`src/rtl/hs_sel_pkg.sv`:
```
package hs_sel_pkg;

   typedef enum logic [2:0] {
      HS_NAK   = 3'd0,
      HS_ACK   = 3'd1,
      HS_NYET  = 3'd2,
      HS_STALL = 3'd3,
      HS_DATA  = 3'd4
   } hs_code_e;

   typedef enum logic [1:0] {
      TK_OUT  = 2'd0,
      TK_IN   = 2'd1,
      TK_PING = 2'd2,
      TK_RSVD = 2'd3
   } tok_kind_e;

   localparam logic [1:0] RC_FORCE_NAK = 2'b00;
   localparam logic [1:0] RC_BUFFER    = 2'b01;

   typedef struct packed {
      hs_code_e code;
      logic     size_err;
      logic     seq_err;
      logic     keep;
      logic     tgl;
   } hs_verdict_t;

endpackage

```
`src/rtl/hs_size_chk.sv`:
```
module hs_size_chk #(
   parameter int LEN_W  = 11,
   parameter bit ENABLE = 1'b1
) (
   input  logic [LEN_W-1:0] rx_len,
   input  logic [LEN_W-1:0] max_len,
   output logic             too_long
);

   generate
      if (ENABLE) begin : g_cmp
         assign too_long = (rx_len > max_len);
      end else begin : g_off
         assign too_long = 1'b0;
      end
   endgenerate

endmodule

```
`src/rtl/hs_decide.sv`:
```
module hs_decide
   import hs_sel_pkg::*;
#(
   parameter int LEN_W      = 11,
   parameter bit SIZE_CHECK = 1'b1
) (
   input  logic              pipe_ok,
   input  logic [1:0]        resp_code,
   input  tok_kind_e         kind,
   input  logic              buf_rdy,
   input  logic              buf_next,
   input  logic              ack_only,
   input  logic              seq_bit,
   input  logic              rx_data1,
   input  logic [LEN_W-1:0]  rx_len,
   input  logic [LEN_W-1:0]  max_len,
   input  logic              is_intr,
   input  logic              free_run,
   output hs_verdict_t       verdict
);

   logic too_long;

   hs_size_chk #(.LEN_W(LEN_W), .ENABLE(SIZE_CHECK)) i_size (
      .rx_len  (rx_len),
      .max_len (max_len),
      .too_long(too_long)
   );

   always_comb begin
      verdict = '{code: HS_NAK, size_err: 1'b0, seq_err: 1'b0, keep: 1'b0, tgl: 1'b0};
      if (!pipe_ok) begin
         verdict.code = HS_STALL;
      end else if (kind == TK_RSVD) begin
         verdict.code = HS_NAK;
      end else if (resp_code[1]) begin
         verdict.code = HS_STALL;
      end else if (resp_code == RC_FORCE_NAK) begin
         verdict.code = HS_NAK;
      end else begin
         unique case (kind)
            TK_IN: begin
               if (buf_rdy) begin
                  verdict.code = HS_DATA;
                  verdict.tgl  = is_intr & free_run;
               end
            end
            TK_PING: begin
               verdict.code = buf_rdy ? HS_ACK : HS_NAK;
            end
            TK_OUT: begin
               if (!buf_rdy) begin
                  verdict.code = HS_NAK;
               end else if (too_long) begin
                  verdict.code     = HS_STALL;
                  verdict.size_err = 1'b1;
               end else if (rx_data1 != seq_bit) begin
                  verdict.code    = HS_ACK;
                  verdict.seq_err = 1'b1;
               end else begin
                  verdict.keep = 1'b1;
                  verdict.tgl  = 1'b1;
                  verdict.code = (!ack_only && !buf_next) ? HS_NYET : HS_ACK;
               end
            end
            default: verdict.code = HS_NAK;
         endcase
      end
   end

endmodule

```
`src/rtl/hs_seq_bank.sv`:
```
module hs_seq_bank #(
   parameter int NUM_PIPES = 6,
   parameter int PIPE_W    = 3
) (
   input  logic                 clk,
   input  logic                 rst_n,
   input  logic [NUM_PIPES-1:0] clr,
   input  logic                 tok_tgl,
   input  logic [PIPE_W-1:0]    tok_pipe,
   input  logic                 ack_tgl,
   input  logic [PIPE_W-1:0]    ack_pipe,
   output logic [NUM_PIPES-1:0] seq_q
);

   generate
      for (genvar i = 0; i < NUM_PIPES; i++) begin : g_pipe
         localparam logic [PIPE_W-1:0] IDX = PIPE_W'(i);
         logic hit_t;
         logic hit_a;

         assign hit_t = tok_tgl && (tok_pipe == IDX);
         assign hit_a = ack_tgl && (ack_pipe == IDX);

         always_ff @(posedge clk) begin
            if (!rst_n)      seq_q[i] <= 1'b0;
            else if (clr[i]) seq_q[i] <= 1'b0;
            else             seq_q[i] <= seq_q[i] ^ hit_t ^ hit_a;
         end

         assert_seq_clear_R5: assert property (@(posedge clk) disable iff (!rst_n)
            clr[i] |=> !seq_q[i]);

         assert_seq_hold_R6: assert property (@(posedge clk) disable iff (!rst_n)
            (!clr[i] && !hit_t && !hit_a) |=> $stable(seq_q[i]));

         assert_seq_flip_R6: assert property (@(posedge clk) disable iff (!rst_n)
            (!clr[i] && (hit_t ^ hit_a)) |=> (seq_q[i] != $past(seq_q[i])));
      end
   endgenerate

endmodule

```
`src/rtl/ep_handshake_sel.sv`:
```
module ep_handshake_sel
   import hs_sel_pkg::*;
#(
   parameter int                   NUM_PIPES  = 6,
   parameter int                   MAX_LEN    = 1024,
   parameter logic [NUM_PIPES-1:0] INTR_MASK  = 6'b110000,
   parameter bit                   SIZE_CHECK = 1'b1,
   localparam int PIPE_W = (NUM_PIPES > 1) ? $clog2(NUM_PIPES) : 1,
   localparam int LEN_W  = $clog2(MAX_LEN + 1)
) (
   input  logic                         clk,
   input  logic                         rst_n,
   input  logic [2*NUM_PIPES-1:0]       cfg_resp,
   input  logic [NUM_PIPES-1:0]         cfg_ack_only,
   input  logic [NUM_PIPES-1:0]         cfg_free_run,
   input  logic [LEN_W*NUM_PIPES-1:0]   cfg_maxpkt,
   input  logic [NUM_PIPES-1:0]         seq_clr,
   input  logic                         tok_valid,
   input  logic [PIPE_W-1:0]            tok_pipe,
   input  logic [1:0]                   tok_kind,
   input  logic                         buf_ready,
   input  logic                         buf_room,
   input  logic                         rx_data1,
   input  logic [LEN_W-1:0]             rx_len,
   input  logic                         in_ack_valid,
   input  logic [PIPE_W-1:0]            in_ack_pipe,
   output logic                         rsp_valid,
   output logic [2:0]                   rsp_code,
   output logic                         rsp_data1,
   output logic                         rsp_size_err,
   output logic                         rsp_seq_err,
   output logic                         rsp_keep
);

   localparam logic [PIPE_W:0] NP_W = (PIPE_W + 1)'(NUM_PIPES);

   generate
      if (NUM_PIPES < 1 || NUM_PIPES > 64) begin : g_bad_pipes
         $error("ep_handshake_sel: NUM_PIPES must lie in 1..64");
      end
      if (MAX_LEN < 1) begin : g_bad_len
         $error("ep_handshake_sel: MAX_LEN must be positive");
      end
   endgenerate

   logic [1:0]       resp_a [NUM_PIPES];
   logic [LEN_W-1:0] max_a  [NUM_PIPES];

   generate
      for (genvar i = 0; i < NUM_PIPES; i++) begin : g_unpack
         assign resp_a[i] = cfg_resp[2*i +: 2];
         assign max_a[i]  = cfg_maxpkt[LEN_W*i +: LEN_W];
      end
   endgenerate

   logic [NUM_PIPES-1:0] seq_q;
   logic                 pipe_ok;
   logic [PIPE_W-1:0]    idx;
   logic [1:0]           sel_resp;
   logic                 sel_ack_only;
   logic                 sel_seq;
   tok_kind_e            kind;
   hs_verdict_t          verdict;

   assign pipe_ok      = ({1'b0, tok_pipe} < NP_W);
   assign idx          = pipe_ok ? tok_pipe : '0;
   assign sel_resp     = resp_a[idx];
   assign sel_ack_only = cfg_ack_only[idx];
   assign sel_seq      = pipe_ok & seq_q[idx];
   assign kind         = tok_kind_e'(tok_kind);

   hs_decide #(.LEN_W(LEN_W), .SIZE_CHECK(SIZE_CHECK)) i_decide (
      .pipe_ok  (pipe_ok),
      .resp_code(sel_resp),
      .kind     (kind),
      .buf_rdy  (buf_ready),
      .buf_next (buf_room),
      .ack_only (sel_ack_only),
      .seq_bit  (sel_seq),
      .rx_data1 (rx_data1),
      .rx_len   (rx_len),
      .max_len  (max_a[idx]),
      .is_intr  (INTR_MASK[idx]),
      .free_run (cfg_free_run[idx]),
      .verdict  (verdict)
   );

   logic              ack_ok;
   logic [PIPE_W-1:0] aidx;
   logic              ack_tgl;
   logic              tok_tgl;

   assign ack_ok  = ({1'b0, in_ack_pipe} < NP_W);
   assign aidx    = ack_ok ? in_ack_pipe : '0;
   assign ack_tgl = in_ack_valid && ack_ok && !(INTR_MASK[aidx] && cfg_free_run[aidx]);
   assign tok_tgl = tok_valid && verdict.tgl;

   hs_seq_bank #(.NUM_PIPES(NUM_PIPES), .PIPE_W(PIPE_W)) i_seq (
      .clk     (clk),
      .rst_n   (rst_n),
      .clr     (seq_clr),
      .tok_tgl (tok_tgl),
      .tok_pipe(tok_pipe),
      .ack_tgl (ack_tgl),
      .ack_pipe(in_ack_pipe),
      .seq_q   (seq_q)
   );

   hs_code_e code_q;

   always_ff @(posedge clk) begin
      if (!rst_n) begin
         rsp_valid    <= 1'b0;
         code_q       <= HS_NAK;
         rsp_data1    <= 1'b0;
         rsp_size_err <= 1'b0;
         rsp_seq_err  <= 1'b0;
         rsp_keep     <= 1'b0;
      end else begin
         rsp_valid    <= tok_valid;
         code_q       <= tok_valid ? verdict.code : HS_NAK;
         rsp_data1    <= tok_valid & sel_seq;
         rsp_size_err <= tok_valid & verdict.size_err;
         rsp_seq_err  <= tok_valid & verdict.seq_err;
         rsp_keep     <= tok_valid & verdict.keep;
      end
   end

   assign rsp_code = code_q;

   assert_nak_force_R1: assert property (@(posedge clk) disable iff (!rst_n)
      (tok_valid && pipe_ok && tok_kind != 2'd3 && sel_resp == 2'b00) |=> (rsp_code == HS_NAK));

   assert_stall_code_R3: assert property (@(posedge clk) disable iff (!rst_n)
      (tok_valid && pipe_ok && tok_kind != 2'd3 && sel_resp[1]) |=> (rsp_code == HS_STALL));

   assert_stall_range_R3: assert property (@(posedge clk) disable iff (!rst_n)
      (tok_valid && !pipe_ok) |=> (rsp_code == HS_STALL && !rsp_data1));

   assert_nyet_gate_R4: assert property (@(posedge clk) disable iff (!rst_n)
      (tok_valid && (tok_kind != 2'd0 || sel_ack_only)) |=> (rsp_code != HS_NYET));

   assert_size_stall_R8: assert property (@(posedge clk) disable iff (!rst_n)
      rsp_size_err |-> (rsp_code == HS_STALL && !rsp_keep));

   assert_mismatch_ack_R9: assert property (@(posedge clk) disable iff (!rst_n)
      rsp_seq_err |-> (rsp_code == HS_ACK && !rsp_keep));

   assert_valid_follow_R10: assert property (@(posedge clk) disable iff (!rst_n)
      tok_valid |=> rsp_valid);

   assert_valid_idle_R10: assert property (@(posedge clk) disable iff (!rst_n)
      !tok_valid |=> !rsp_valid);

endmodule

```
`config.mk`:
```
export PLATFORM = sky130hd
export DESIGN_NAME = ep_handshake_sel
export DESIGN_NICKNAME = d
export VERILOG_FILES = /design/src/rtl/hs_sel_pkg.sv /design/src/rtl/hs_size_chk.sv /design/src/rtl/hs_decide.sv /design/src/rtl/hs_seq_bank.sv /design/src/rtl/ep_handshake_sel.sv
export SDC_FILE = /design/constraint.sdc
export NUM_CORES = 1
export LEC_CHECK = 0
export BUFFER_PORTS_ARGS = -buffer_cell sky130_fd_sc_hd__buf_2
export CAP_MARGIN = 20
export CORE_UTILIZATION = 43
export CTS_BUF_LIST = sky130_fd_sc_hd__clkbuf_4
export CTS_CLUSTER_DIAMETER = 30
export DETAILED_ROUTE_END_ITERATION = 8
export GPL_TIMING_DRIVEN = 0
export HOLD_SLACK_MARGIN = 0.05
export PLACE_DENSITY_LB_ADDON = 0.25
export SLEW_MARGIN = 15
export SYNTH_ARGS = -nofsm -noshare
export SYNTH_HDL_FRONTEND = slang
export SYNTH_SLANG_ARGS = --single-unit
```
`constraint.sdc`:
```
create_clock -name clk -period 5.89 [get_ports clk]
set_input_delay 1.178 -clock clk [delete_from_list [all_inputs] [get_ports clk]]
set_output_delay 1.178 -clock clk [all_outputs]
set_load 0.02 [all_outputs]
```
==> reports/metrics.yaml <==
cts:
  h-tree-depth: 1
  cts_resized: 0
  path_clk_slew_ps: 100
  cts_root_buffer: "clkbuf_4"
  cts_buffers: 3
  clk_latency_ps: 290
  cts_num_sinks: 14
  ctsHoldBuffers: 0
  clockBufferDepth: 2
  cts_tree: "built"
  post-cts-setup-buffers: 0
drt:
  drt-total-wl_um: 6085
  drc: 0
  drtAntennaViolNets: 0
  dr.pass1.iters: 4
  vias: 2336
  wl_per_cell_um: 14.91
  drtIter0Drc: 134
  viasPerCell: 5.725
placement:
  finalWeightedCongestion: 0.8111
  post-place-cells: 404
  portBuffers: 123
  place_hpwl_um: 5096
logic_synthesis:
  syn_inst: 231
  synth-async-reset-ratio: 0
  synth_flop_cell: "dfxtp_1"
  synth.avg_cell_area_sq_um: 8.266
  ys_ff_latch: 14
  syn_nets: 364
  synth_edf_count: 0
  yosys_warnings: 0
  yosysUniqueCellTypes: 50
  syn_area_sq_um: 1909
  ys_seq_area_frac: 0.1468
die:
  die_y_um: 68.64
  initial_utilization: 0.4607
  row_count: 23
  dieArea_sq_um: 4711
  io_pins: 130
  core_area_sq_um: 4144
  die_w_um: 68.64
worst_setup_path:
  crit_start: "tok_pipe[0]"
  worstRegToRegCells: 6
  critical_path_class: "input port to register"
  timing.rr.end: "i_seq.seq_q[3]"
  critPathCaptureType: "register"
  worstReg2RegStart: "i_seq.seq_q[0]"
  cp.arrival_ps: 5340
  r2r_slack_ps: 3690
  critPathMaxFanout: 10
  cp_data_required_time_ps: 6100
  startpoint_type: "input port"
grt:
  overflow: 0
  track_usage: 0.2528
  grt_pass1_vias: 2050
  grt_pass1_wl_um: 8866
  antenna_found_initial: 0
  grt_max_degree: 11
finish:
  antenna_cells: 0
  layout.cells.non_filler: 408
  nFillCells: 404
  syn_to_final_growth_pct: 36.89
  layout.nets: 492
  register_area_sq_um: 280.3
  multiInputGateArea_sq_um: 1550
  drive_gt1_frac: 0.4609
timing:
  rsz0062_at_grt: "false"
  finalSetupTns_ps: 0
  tightest_slew_ps: 627.4
  max_freq_mhz: 194.8
  min_period_over_period: 0.8716
  setup_viol: 0
  slew_headroom: 0.5818
  holdWs_ps: 604.9
  slew_violations: 0
  hold_viol_final: 0
  skew_ps: 12.64
  min_period_ps: 5134
power:
  p_leak_nw: 1.249
  vdd_ir_drop_max_mv: 0.1060
  p_sw_frac: 0.3590
  power_frac_seq: 0.313
  p_switching_w: 0.0001112
  power_per_cell_area_nw_per_um2: 118.5
  internal_power_w: 0.0001985
  pwr-share-comb: 0.500
  pwr-share-clk: 0.187
hold_path:
  hold_start: "i_seq.seq_q[5]"
  holdPathStages: 3
  hold_class: "register to register"
  worstHoldEndpoint: "i_seq.seq_q[5]"
run_status:
  status: "complete, no violations"
job:
  drv_cap: 0
cells in the mapped netlist (4+ instances only):
| library cell | instances | area [sq um] |
|---|---|---|
| mux2i_1 | 21 | 210.2 |
| nor2_1 | 20 | 75.07 |
| nand2_1 | 17 | 63.81 |
| mux2_2 | 16 | 180.2 |
| dfxtp_1 | 14 | 280.3 |
| a21oi_1 | 11 | 55.05 |
| ha_1 | 11 | 137.6 |
| a22oi_1 | 10 | 75.07 |
| nand3b_1 | 8 | 60.06 |
| a211oi_1 | 7 | 52.55 |
| a221oi_1 | 7 | 61.31 |
| clkbuf_1 | 6 | 22.52 |
| inv_1 | 6 | 22.52 |
| nor2b_1 | 6 | 37.54 |
| or3b_2 | 6 | 52.55 |
| o21ai_0 | 5 | 25.02 |
| xor2_1 | 5 | 43.79 |
| nor3_1 | 4 | 20.02 |
| o221ai_1 | 4 | 35.03 |
metal layers:
metal  vias up  part of all wire  GRT usage  wire, um
li1       1144                 -          -         -
met1      1054              0.40     0.2964      2453
met2       123              0.49     0.4510      2959
met3        15             0.090    0.06743       550
met4         0             0.020    0.06250       123
met5         -                 0          0         0
worst max path at each step:
stage                                end  slack [ps]
after detailed placement  i_seq.seq_q[3]         490
after CTS                 i_seq.seq_q[3]         770
after floorplan           i_seq.seq_q[3]        1410
after global placement    i_seq.seq_q[3]         540
final                     i_seq.seq_q[3]         760
after global routing      i_seq.seq_q[3]         410
power groups by stage:
stage          Sequential [W]  Clock [W]  Combinational (W)
2_1_floorplan        0.000101          0          0.0000889
3_5_place_dp        0.0000993          0           0.000153
4_1_cts             0.0000971  0.0000584           0.000154
6_report            0.0000970  0.0000579           0.000155
5_1_grt             0.0000972  0.0000622           0.000171
3_3_place_gp        0.0000992          0           0.000149
critical path: stages:
cell	delay, ps
buf_2	150
buf_4	200
buf_2	300
buf_1	530
mux2_2	400
a22oi_1	130
nor2_1	60
a221oi_1	240
ha_1	300
nand4_1	160
a211oi_1	90
a2111oi_2	540
o221ai_2	290
a2111oi_2	530
mux2i_1	230
flip-flops by register name, indices dropped and copies added (netlist names):
| register | count |
|---|---|
| rsp_seq_err | 1 |
| rsp_keep | 1 |
| rsp_data1 | 1 |
| rsp_valid | 1 |
| rsp_size_err | 1 |
| i_seq.seq_q | 6 |
| rsp_code | 3 |
final cells by class:
| class | instances | area share |
|---|---|---|
| plain buffers | 13 | 0.02154 |
| clock buffers | 3 | 0.008617 |
| clock inverters | 1 | 0.001436 |
| inverters | 6 | 0.008617 |
| multi-input cells | 198 | 0.5931 |
| flip-flops and latches | 14 | 0.1072 |
| well taps | 50 | 0.02393 |
| repair buffers | 123 | 0.2355 |
cells in the final DEF, fill, tap and decap left out, types with 8 or more instances in the layout:
cell type / count
mux2_2: 16
nor2_1: 20
nand3b_1: 8
buf_2: 126
dfxtp_1: 14
ha_1: 11
a21oi_1: 11
mux2i_1: 21
a22oi_1: 10
nand2_1: 17
cell families (layout without fill, tap and decap cells):
| group | after synthesis | in the layout | synth area share |
|---|---|---|---|
| fa+ha+maj | 11 | 11 | 0.07208 |
| xor+xnor | 6 | 6 | 0.02752 |
| mux | 38 | 38 | 0.2162 |
| simple gates | 86 | 86 | 0.2641 |
| flops | 14 | 14 | 0.1468 |
| compound gates | 57 | 57 | 0.2320 |
| buf+inv | 19 | 146 | 0.04128 |
metrics by stage:
step                setup slack, ps    util  instance area, sq um  power [W]
floorplan                      1405       -                  1909  0.0001898
global placement              544.2  0.6244                  2587  0.0002486
detailed placement            490.3  0.6244                  2587  0.0002528
CTS                           768.4  0.6307                  2614  0.0003096
global route                  410.9  0.6307                  2614  0.0003305
finish                        756.2  0.6307                  2614  0.0003096
Power figures use the tool's default switching activity.
